$ cat config.mk
export PLATFORM = sky130hd
export DESIGN_NAME = dma_cascade_arb
export DESIGN_NICKNAME = d
export VERILOG_FILES = /design/src/rtl/dma_arb_pkg.sv /design/src/rtl/dma_arb_grp.sv /design/src/rtl/dma_cascade_arb.sv
export SDC_FILE = /design/constraint.sdc
export NUM_CORES = 1
export LEC_CHECK = 0
export CORE_MARGIN = 5
export CORE_UTILIZATION = 54
export DETAILED_ROUTE_END_ITERATION = 8
export GPL_ROUTABILITY_DRIVEN = 0
export PLACE_DENSITY = 0.83
export REMOVE_ABC_BUFFERS = 1
export SETUP_SLACK_MARGIN = 0.2
export SLEW_MARGIN = 30
export SYNTH_ARGS = -nofsm -noshare
export SYNTH_HDL_FRONTEND = slang
export SYNTH_SLANG_ARGS = --single-unit
export TNS_END_PERCENT = 100
$ cat constraint.sdc
create_clock -name clk -period 4.7 [get_ports clk]
set_clock_uncertainty 0.15 [all_clocks]
set_input_delay 1.175 -clock clk [delete_from_list [all_inputs] [get_ports clk]]
set_output_delay 1.175 -clock clk [all_outputs]
set_load 0.02 [all_outputs]
$ cat src/rtl/dma_arb_pkg.sv
package dma_arb_pkg;

    // Channels per group; must be a power of two so the rotation index wraps.
    localparam int GRP_CH  = 4;
    localparam int IDX_W   = $clog2(GRP_CH);
    localparam int NCH     = 2 * GRP_CH;
    localparam int CMD_W   = 8;
    localparam int STAT_W  = 2 * GRP_CH;
    // Command fields decoded by the group logic.
    localparam int CMD_ROT_BIT = 4;
    localparam int CMD_DIS_BIT = 2;

    typedef struct packed {
        logic              rot;
        logic              dis;
        logic [GRP_CH-1:0] gnt;
        logic [IDX_W-1:0]  last;
        logic [GRP_CH-1:0] tc;
    } grp_state_t;

    // Choose the first requester, scanning upward from the start slot.
    function automatic logic [GRP_CH-1:0] pick_winner(
        input logic [GRP_CH-1:0] req,
        input logic              rot,
        input logic [IDX_W-1:0]  last
    );
        logic [GRP_CH-1:0] win;
        logic              found;
        logic [IDX_W-1:0]  start;
        logic [IDX_W-1:0]  idx;
        win   = '0;
        found = 1'b0;
        start = rot ? IDX_W'(last + 1'b1) : '0;
        for (int k = 0; k < GRP_CH; k++) begin
            idx = IDX_W'(start + IDX_W'(k));
            if (!found && req[idx]) begin
                win[idx] = 1'b1;
                found    = 1'b1;
            end
        end
        return win;
    endfunction

    function automatic logic [IDX_W-1:0] onehot_idx(input logic [GRP_CH-1:0] oh);
        logic [IDX_W-1:0] r;
        r = '0;
        for (int k = 0; k < GRP_CH; k++) begin
            if (oh[k]) r = IDX_W'(k);
        end
        return r;
    endfunction

endpackage

$ cat src/rtl/dma_arb_grp.sv
module dma_arb_grp
    import dma_arb_pkg::*;
(
    input  logic              clk,
    input  logic              rst_n,
    input  logic              parent_en_i,
    input  logic [GRP_CH-1:0] pend_i,
    input  logic [GRP_CH-1:0] req_i,
    input  logic [GRP_CH-1:0] tc_i,
    input  logic              wr_i,
    input  logic              rd_i,
    input  logic              cmd_rot_i,
    input  logic              cmd_dis_i,
    output logic [GRP_CH-1:0] gnt_o,
    output logic              fwd_req_o,
    output logic              en_o,
    output logic [STAT_W-1:0] status_o
);

    grp_state_t st_d, st_q;
    logic       en_next;
    logic [GRP_CH-1:0] live;

    always_comb begin
        st_d = st_q;
        if (wr_i) begin
            st_d.rot = cmd_rot_i;
            st_d.dis = cmd_dis_i;
        end
        en_next = !st_d.dis && parent_en_i;
        live    = st_q.gnt & req_i;
        if (!en_next) begin
            st_d.gnt = '0;
        end else if (|live) begin
            st_d.gnt = st_q.gnt;
        end else begin
            st_d.gnt = pick_winner(req_i, st_d.rot, st_q.last);
            if (|st_d.gnt) st_d.last = onehot_idx(st_d.gnt);
        end
        if (rd_i) st_d.tc = '0;
        st_d.tc = st_d.tc | tc_i;
    end

    always_ff @(posedge clk or negedge rst_n) begin
        if (!rst_n) begin
            st_q.rot  <= 1'b0;
            st_q.dis  <= 1'b0;
            st_q.gnt  <= '0;
            st_q.last <= IDX_W'(GRP_CH - 1);
            st_q.tc   <= '0;
        end else begin
            st_q <= st_d;
        end
    end

    assign en_o      = !st_q.dis && parent_en_i;
    assign fwd_req_o = en_o && (|req_i);
    assign gnt_o     = st_q.gnt;
    assign status_o  = {pend_i, st_q.tc};

endmodule

$ cat src/rtl/dma_cascade_arb.sv
module dma_cascade_arb
    import dma_arb_pkg::*;
(
    input  logic             clk,
    input  logic             rst_n,
    input  logic [NCH-1:0]   hw_req,
    input  logic [NCH-1:0]   sw_req,
    input  logic [NCH-1:0]   tc_pulse,
    input  logic             reg_wr,
    input  logic             reg_rd,
    input  logic             reg_grp,
    input  logic [CMD_W-1:0] reg_wdata,
    output logic [STAT_W-1:0] reg_rdata,
    output logic [NCH-1:0]   grant
);

    typedef struct packed {
        logic [STAT_W-1:0] rdata;
    } top_state_t;

    top_state_t top_d, top_q;

    logic [NCH-1:0]    pend;
    logic [GRP_CH-1:0] lo_gnt, up_gnt;
    logic              lo_fwd, up_fwd, lo_en, up_en;
    logic [STAT_W-1:0] lo_stat, up_stat;
    logic              unused_bits;

    assign pend = hw_req | sw_req;
    assign unused_bits = ^{reg_wdata[CMD_W-1:CMD_ROT_BIT+1],
                           reg_wdata[CMD_ROT_BIT-1:CMD_DIS_BIT+1],
                           reg_wdata[CMD_DIS_BIT-1:0], up_fwd, lo_en, tc_pulse[GRP_CH]};

    dma_arb_grp u_lo (
        .clk(clk), .rst_n(rst_n),
        .parent_en_i(up_en),
        .pend_i(pend[GRP_CH-1:0]),
        .req_i(pend[GRP_CH-1:0]),
        .tc_i(tc_pulse[GRP_CH-1:0]),
        .wr_i(reg_wr && !reg_grp),
        .rd_i(reg_rd && !reg_grp),
        .cmd_rot_i(reg_wdata[CMD_ROT_BIT]),
        .cmd_dis_i(reg_wdata[CMD_DIS_BIT]),
        .gnt_o(lo_gnt), .fwd_req_o(lo_fwd), .en_o(lo_en),
        .status_o(lo_stat)
    );

    dma_arb_grp u_up (
        .clk(clk), .rst_n(rst_n),
        .parent_en_i(1'b1),
        .pend_i({pend[NCH-1:GRP_CH+1], |pend[GRP_CH-1:0]}),
        .req_i({pend[NCH-1:GRP_CH+1], lo_fwd}),
        .tc_i({tc_pulse[NCH-1:GRP_CH+1], 1'b0}),
        .wr_i(reg_wr && reg_grp),
        .rd_i(reg_rd && reg_grp),
        .cmd_rot_i(reg_wdata[CMD_ROT_BIT]),
        .cmd_dis_i(reg_wdata[CMD_DIS_BIT]),
        .gnt_o(up_gnt), .fwd_req_o(up_fwd), .en_o(up_en),
        .status_o(up_stat)
    );

    always_comb begin
        top_d = top_q;
        if (reg_rd) top_d.rdata = reg_grp ? up_stat : lo_stat;
    end

    always_ff @(posedge clk or negedge rst_n) begin
        if (!rst_n) top_q <= '0;
        else        top_q <= top_d;
    end

    assign reg_rdata = top_q.rdata;
    assign grant = {up_gnt[GRP_CH-1:1], 1'b0, lo_gnt & {GRP_CH{up_gnt[0]}}};

endmodule

==> metrics.yaml, run 1 <==
outcome:
  outcome: "completed"
finish:
  final_util: 0.7077
  n_antenna_cell: 0
  drive_gt1_frac: 0.1611
  finalNetCount: 342
  fillers: 319
  area_growth_pct: 25.20
grt:
  grt_pass1_wl_um: 9680
  grt_pass1_vias: 2163
  grtUsageMet1: 0.2758
  grt_overflow: 0
  grt_max_degree: 32
  grt_antenna_before_repair: 0
  grt.busiest_layer: "met2"
  use_met2: 0.3810
  track_usage: 0.2240
  use_met3: 0.04539
setup_path:
  path_buf_inv: 2
  slowest_stage: "clkdlybuf4s50_1"
  r2r_slack_ns: 1.69
  cp-end-kind: "register"
  critPathRequiredTime_ns: 4.74
  max_stage_delay_ns: 0.69
  path_max_fanout: 10
  crit_family: "compound AO/OA/AOI/OAI gates"
  worstPathArrival_ns: 4.30
  crit_type: "in2reg"
  crit_chain: "clkdlybuf4s50_1 -> and3_1 -> o21a_1 -> inv_1 -> ha_1 -> mux4_2 -> a21boi_4 -> a221oi_2 -> a21oi_1 -> o22ai_1"
  cp-start-kind: "primary input"
power_and_ir_drop:
  p_total_mw: 1.270
  p_int_uw: 763.7
  pwr-share-seq: 0.323
  power_density_nw_per_um2: 442.4
  leakagePower_nw: 1.205
  power_frac_clock: 0.183
  power_frac_comb: 0.493
  p_switching_uw: 506.8
  worst_ir_drop_vdd_v: 0.0002552
  power.share.switching: 0.3989
floorplan:
  rows: 23
  fp.dieH_um: 75.17
  die_width_um: 75.17
  core-area_sq_um: 4058
  die_area_sq_um: 5651
  start_util: 0.5652
  boundaryPins: 53
sta:
  rsz0062_at_grt: "no"
  min_period_ns: 4.262
  relSlewSlack: 0.6611
  tightest_slew_ns: 0.5067
  fmax_ghz: 0.2346
  fin_crit_sh: 0.9068
  finalHoldViolCount: 0
  finalMaxSlewViolations: 0
  tns_ns: 0
  finalSetupViolations: 0
drt:
  wl_um: 5901
  vias_per_cell: 6.273
  firstDrtPassIters: 5
  drt_iter0_drc: 251
  ant_nets: 0
  drc_errors: 0
  wl_per_cell_um: 16.96
  vias: 2183
place:
  port_buffers: 42
  place.detailed.hpwl_um: 4529
clock_tree:
  ctsResizeCount: 0
  cts_tree: "built"
  post_cts_buffers: 0
  root_buffer: "clkbuf_8"
  clk_pin_slew_worst_paths_ns: 0.07
  cts_max_level: 2
  hold_buffers: 0
  insertion_delay_ns: 0.28
  clock-sinks: 31
  cts-buffers-inserted: 5
  cts_buffer_depth: 2
synth:
  async_reset_ff_frac: 1.000
  ys_seq_area_frac: 0.3404
  synth_cells: 253
  syn_area_sq_um: 2293
  ys.warnings.count: 0
  syn-mean-instance-area_sq_um: 9.065
  synth.area.top_cells: "dfrtp_1, nor2_1, dfstp_2"
  synth_flop_cell: "dfrtp_1"
  synth.top_cell.area_share: 0.2946
  synth_edf_count: 0
  synth_cell_type_count: 59
  synth_top_area_cell: "dfrtp_1"
  synth.ff_latch_count: 31
job:
  drv_cap: 0
min_path:
  hold_class: "reg2reg"
-- layout by cell type (no fill, tap or decap), types with 3 or more instances in the layout --
cell type,instances
and2_1,5
inv_1,10
a21o_1,11
a31oi_1,6
mux2_2,7
nand2_1,14
dfrtp_1,27
clkdlybuf4s50_1,42
clkbuf_8,7
a211oi_1,6
a21oi_1,14
and3_1,3
nand2b_1,6
or2_2,7
a221oi_2,3
nor2_1,29
buf_4,7
o21ai_1,3
nor2b_1,4
o211ai_1,4
dfstp_2,4
a221oi_1,3
o21ai_0,12
o31ai_1,3
nand3_1,4
ha_1,8
mux2i_1,7
o21a_1,3
-- registers in the layout, summed over array words and instances (netlist names) --
name and flops:
reg_rdata 8, u_lo.gnt_o 4, u_lo.st_q 4, u_lo.status_o 4
u_up.gnt_o 4, u_up.st_q 4, u_up.status_o 3
-- synthesized netlist by cell type (5+ instances only) --
cell and n:
a31oi_1 6, and2_1 5, mux2i_1 7, o21ai_0 12, or2_2 7, nand2b_1 6
dfrtp_1 27, nand2_1 14, inv_1 10, clkbuf_1 7, nor2_1 29, a211oi_1 6
mux2_2 7, a21oi_1 14, a21o_1 11, ha_1 8
-- power by group through the flow --
| stage | clock [mW] | sequential [mW] | combinational [mW] |
|---|---|---|---|
| final | 0.233 | 0.411 | 0.627 |
| after global routing | 0.247 | 0.421 | 0.695 |
| after CTS | 0.235 | 0.409 | 0.626 |
| after detailed placement | 0 | 0.413 | 0.622 |
| after global placement | 0 | 0.409 | 0.603 |
| after floorplan | 0 | 0.408 | 0.427 |
-- metal layers --
| layer | routed length [um] | share of wire |
|---|---|---|
| met5 | 0 | 0 |
| met4 | 138 | 0.023 |
| met3 | 424 | 0.072 |
| met2 | 2921 | 0.50 |
| met1 | 2416 | 0.41 |
-- metrics by stage --
stage                     instance area (sq um)  cells  setup slack, ns  hold slack (ns)
final                                      2872    348           0.4381           0.3328
after global routing                       2872    348           0.2522           0.3486
after CTS                                  2872    348           0.4546           0.3349
after detailed placement                   2768    340           0.1818           0.3202
after global placement                     2768    340           0.2673           0.3088
after floorplan                            2232    241           0.8555           0.2984
-- worst register-to-register path, cell delays in order (launching register included) --
cell and delay [ns]:
dfrtp_1 0.31, a21boi_1 0.30, o21a_1 0.18, inv_1 0.12
ha_1 0.37, mux4_2 0.60, a21boi_4 0.21, a221oi_2 0.39
a21oi_1 0.11, o22ai_1 0.18
-- path summary, 6_finish.rpt --
check | endpoint | startpoint | cells past startpoint
worst max-delay path | u_up.st_q[4] | reg_grp | 10
worst min-delay path | u_lo.status_o[2] | u_lo.status_o[2] | 1
min in group asynchronous | u_lo.gnt_o[0] | rst_n | 2
max in group asynchronous | u_up.st_q[5] | rst_n | 2
worst min register to register | u_lo.status_o[2] | u_lo.status_o[2] | 1
worst max register to register | u_up.st_q[4] | u_up.st_q[11] | 9
-- cell families after synthesis --
family | after synthesis | synth area share
AO/OA/AOI/OAI | 87 | 0.2837
XOR/XNOR | 1 | 0.003820
adder cells (fa/ha/maj) | 8 | 0.04365
buffers and inverters | 23 | 0.04474
flip-flops | 31 | 0.3404
multiplexers | 17 | 0.09111
other | 1 | 0.001635
AND/OR/NAND/NOR | 85 | 0.1909
-- final cells by class --
class                   count  area [sq um]  share of cell area
clock buffers               7         96.34             0.03355
clock inverters             1         7.507            0.002614
inverters                  11         41.29             0.01438
multi-input cells         199          1410              0.4911
flip-flops and latches     31         780.7              0.2719
well taps                  50         62.56             0.02179
repair buffers             49         473.0              0.1647
Note: power is estimated with default switching activity, not from simulation.
==> run 2: changes to the inputs <==
--- a/config.mk
+++ b/config.mk
@@ -8,11 +8,9 @@
 export CORE_MARGIN = 5
 export CORE_UTILIZATION = 54
 export DETAILED_ROUTE_END_ITERATION = 8
-export GPL_ROUTABILITY_DRIVEN = 0
 export PLACE_DENSITY = 0.83
 export REMOVE_ABC_BUFFERS = 1
 export SETUP_SLACK_MARGIN = 0.2
-export SLEW_MARGIN = 30
 export SYNTH_ARGS = -nofsm -noshare
 export SYNTH_HDL_FRONTEND = slang
 export SYNTH_SLANG_ARGS = --single-unit
==> constraint.sdc (replaced) <==
create_clock -name clk -period 5 [get_ports clk]
set_clock_uncertainty 0.15 [all_clocks]
set_input_delay 1.25 -clock clk [delete_from_list [all_inputs] [get_ports clk]]
set_output_delay 1.25 -clock clk [all_outputs]
set_load 0.02 [all_outputs]
==> run 2 against run 1 <==
  * Core utilization fell by 0.19 points
  * Wire length fell by 2.1%
  * Cell area shrank 0.26%
  * Setup slack improved by 0.27 ns
  * Combinational power decreased by 6.2%
  * Hold slack lost 0.0058 ns
  * Via count is 3.9% lower
  * Register-to-register slack better by 0.33 ns
  * Largest power group unchanged
==> metrics.yaml, run 2 (synthesized netlist as in run 1, its figures left out) <==
place:
  port_buffers: 42
  placed_cell_area_sq_um: 2760
  place.detailed.hpwl_um: 4282
  gp_congestion: 0.8989
grt:
  grt_pass1_wl_um: 9453
  grt_pass1_vias: 2097
  grt_max_degree: 32
  grt_antenna_before_repair: 0
  track_usage: 0.2178
  grt_overflow: 0
clock_tree:
  cts_tree: "built"
  ctsResizeCount: 0
  post_cts_buffers: 0
  cts_buffer_depth: 2
  root_buffer: "clkbuf_8"
  cts-buffers-inserted: 5
  clock-sinks: 31
  cts_max_level: 2
  insertion_delay_ns: 0.28
  hold_buffers: 0
  clk_pin_slew_worst_paths_ns: 0.07
drt:
  wl_um: 5776
  drt_iter0_drc: 257
  vias_per_cell: 6.046
  wl_per_cell_um: 16.65
  ant_nets: 0
  firstDrtPassIters: 5
  vias: 2098
  drc_errors: 0
sta:
  fmax_ghz: 0.2331
  min_period_ns: 4.290
  finalMaxSlewViolations: 0
  tightest_slew_ns: 0.6035
  fin_crit_sh: 0.8581
  finalSetupViolations: 0
  tns_ns: 0
  relSlewSlack: 0.5977
  rsz0062_at_grt: "no"
  finalHoldViolCount: 0
  holdWs_ns: 0.3270
setup_path:
  critPathRequiredTime_ns: 5.05
  path_max_fanout: 10
  r2r_start: "u_up.st_q[11]"
  r2r_slack_ns: 2.02
  worstPathArrival_ns: 4.34
  r2r_cells: 9
  cp-start-kind: "primary input"
  cp-end-kind: "register"
  r2r-end: "u_up.st_q[4]"
  crit_type: "in2reg"
min_path:
  hold_path.startpoint: "u_lo.status_o[3]"
  min_to: "u_lo.status_o[3]"
  hold_class: "reg2reg"
  holdPathStages: 1
floorplan:
  core-area_sq_um: 4058
  boundaryPins: 53
  rows: 23
  start_util: 0.5652
  die_width_um: 75.17
  die_area_sq_um: 5651
  fp.dieH_um: 75.17
finish:
  multi_input_area_sq_um: 1410
  regArea_sq_um: 780.7
  fillers: 308
  drive_gt1_frac: 0.1582
  mostFrequentLayoutCells: "clkdlybuf4s50_1, nor2_1, dfrtp_1"
  largest_reg_flops: 8
  n_antenna_cell: 0
  area_growth_pct: 24.88
  stdcell_area_sq_um: 2864
  layout_commonest_cell: "clkdlybuf4s50_1"
  finalNetCount: 341
power_and_ir_drop:
  power_density_nw_per_um2: 416.2
  p_int_uw: 712.8
  pwr-share-seq: 0.321
  worst_ir_drop_vdd_v: 0.0002434
  power_frac_comb: 0.493
  power.share.switching: 0.4020
  p_switching_uw: 479.1
  power_frac_clock: 0.186
  leakagePower_nw: 1.201
outcome:
  outcome: "completed"
job:
  drv_cap: 0
-- run 2: cell count changes in the layout (fill, tap and decap cells not counted), sizes merged --
cell,delta
buf,-1
-- run 2: worst max-delay path, cell delays in order --
cell,delay [ns]
clkdlybuf4s50_1,0.67
and3_1,0.28
o21a_1,0.16
inv_1,0.11
ha_1,0.38
mux4_2,0.60
a21boi_4,0.21
a221oi_2,0.42
a21oi_1,0.11
o22ai_1,0.14
-- run 2: worst max-delay path by stage --
stage / cells past startpoint / end / from / slack [ns]
finish: 10 / u_up.st_q[4] / reg_grp / 0.71
global route: 12 / u_up.st_q[5] / reg_grp / 0.52
CTS: 10 / u_up.st_q[4] / reg_grp / 0.75
detailed placement: 10 / u_up.st_q[4] / reg_grp / 0.49
global placement: 10 / u_up.st_q[5] / reg_grp / 0.48
floorplan: 9 / u_up.gnt_o[1] / reg_wdata[4] / 1.08
-- run 2: layout make-up --
cell class                      count  area share
Multi-Input combinational cell    199      0.4924
Sequential cell                    31      0.2726
Timing Repair Buffer               48      0.1625
Clock buffer                        7     0.03364
Tap cell                           50     0.02184
Inverter                           11     0.01442
Clock inverter                      1    0.002621
-- run 2: power groups by stage --
stage | Combinational, mW | Clock (mW) | Sequential (mW)
5_1_grt | 0.642 | 0.237 | 0.395
4_1_cts | 0.584 | 0.225 | 0.382
3_5_place_dp | 0.577 | 0 | 0.386
2_1_floorplan | 0.401 | 0 | 0.384
6_report | 0.588 | 0.221 | 0.383
3_3_place_gp | 0.561 | 0 | 0.385
-- run 2: layer usage --
layer  vias up  track usage  routed length [um]  part of all wire
met5         -            0                   0                 0
met4         0      0.07961                 116             0.020
met3        12      0.04406                 373             0.065
met2        87       0.3665                2800              0.48
met1       981       0.2775                2485              0.43
li1       1018            -                   -                 -
-- run 2: metrics by stage --
step	std cells	util	setup slack, ns	total power [mW]
floorplan	241	-	1.080	0.7850
CTS	347	0.7058	0.7497	1.191
finish	347	0.7058	0.7096	1.192
global placement	339	0.6802	0.4772	0.9456
detailed placement	339	0.6802	0.4850	0.9624
global route	347	0.7058	0.5226	1.274
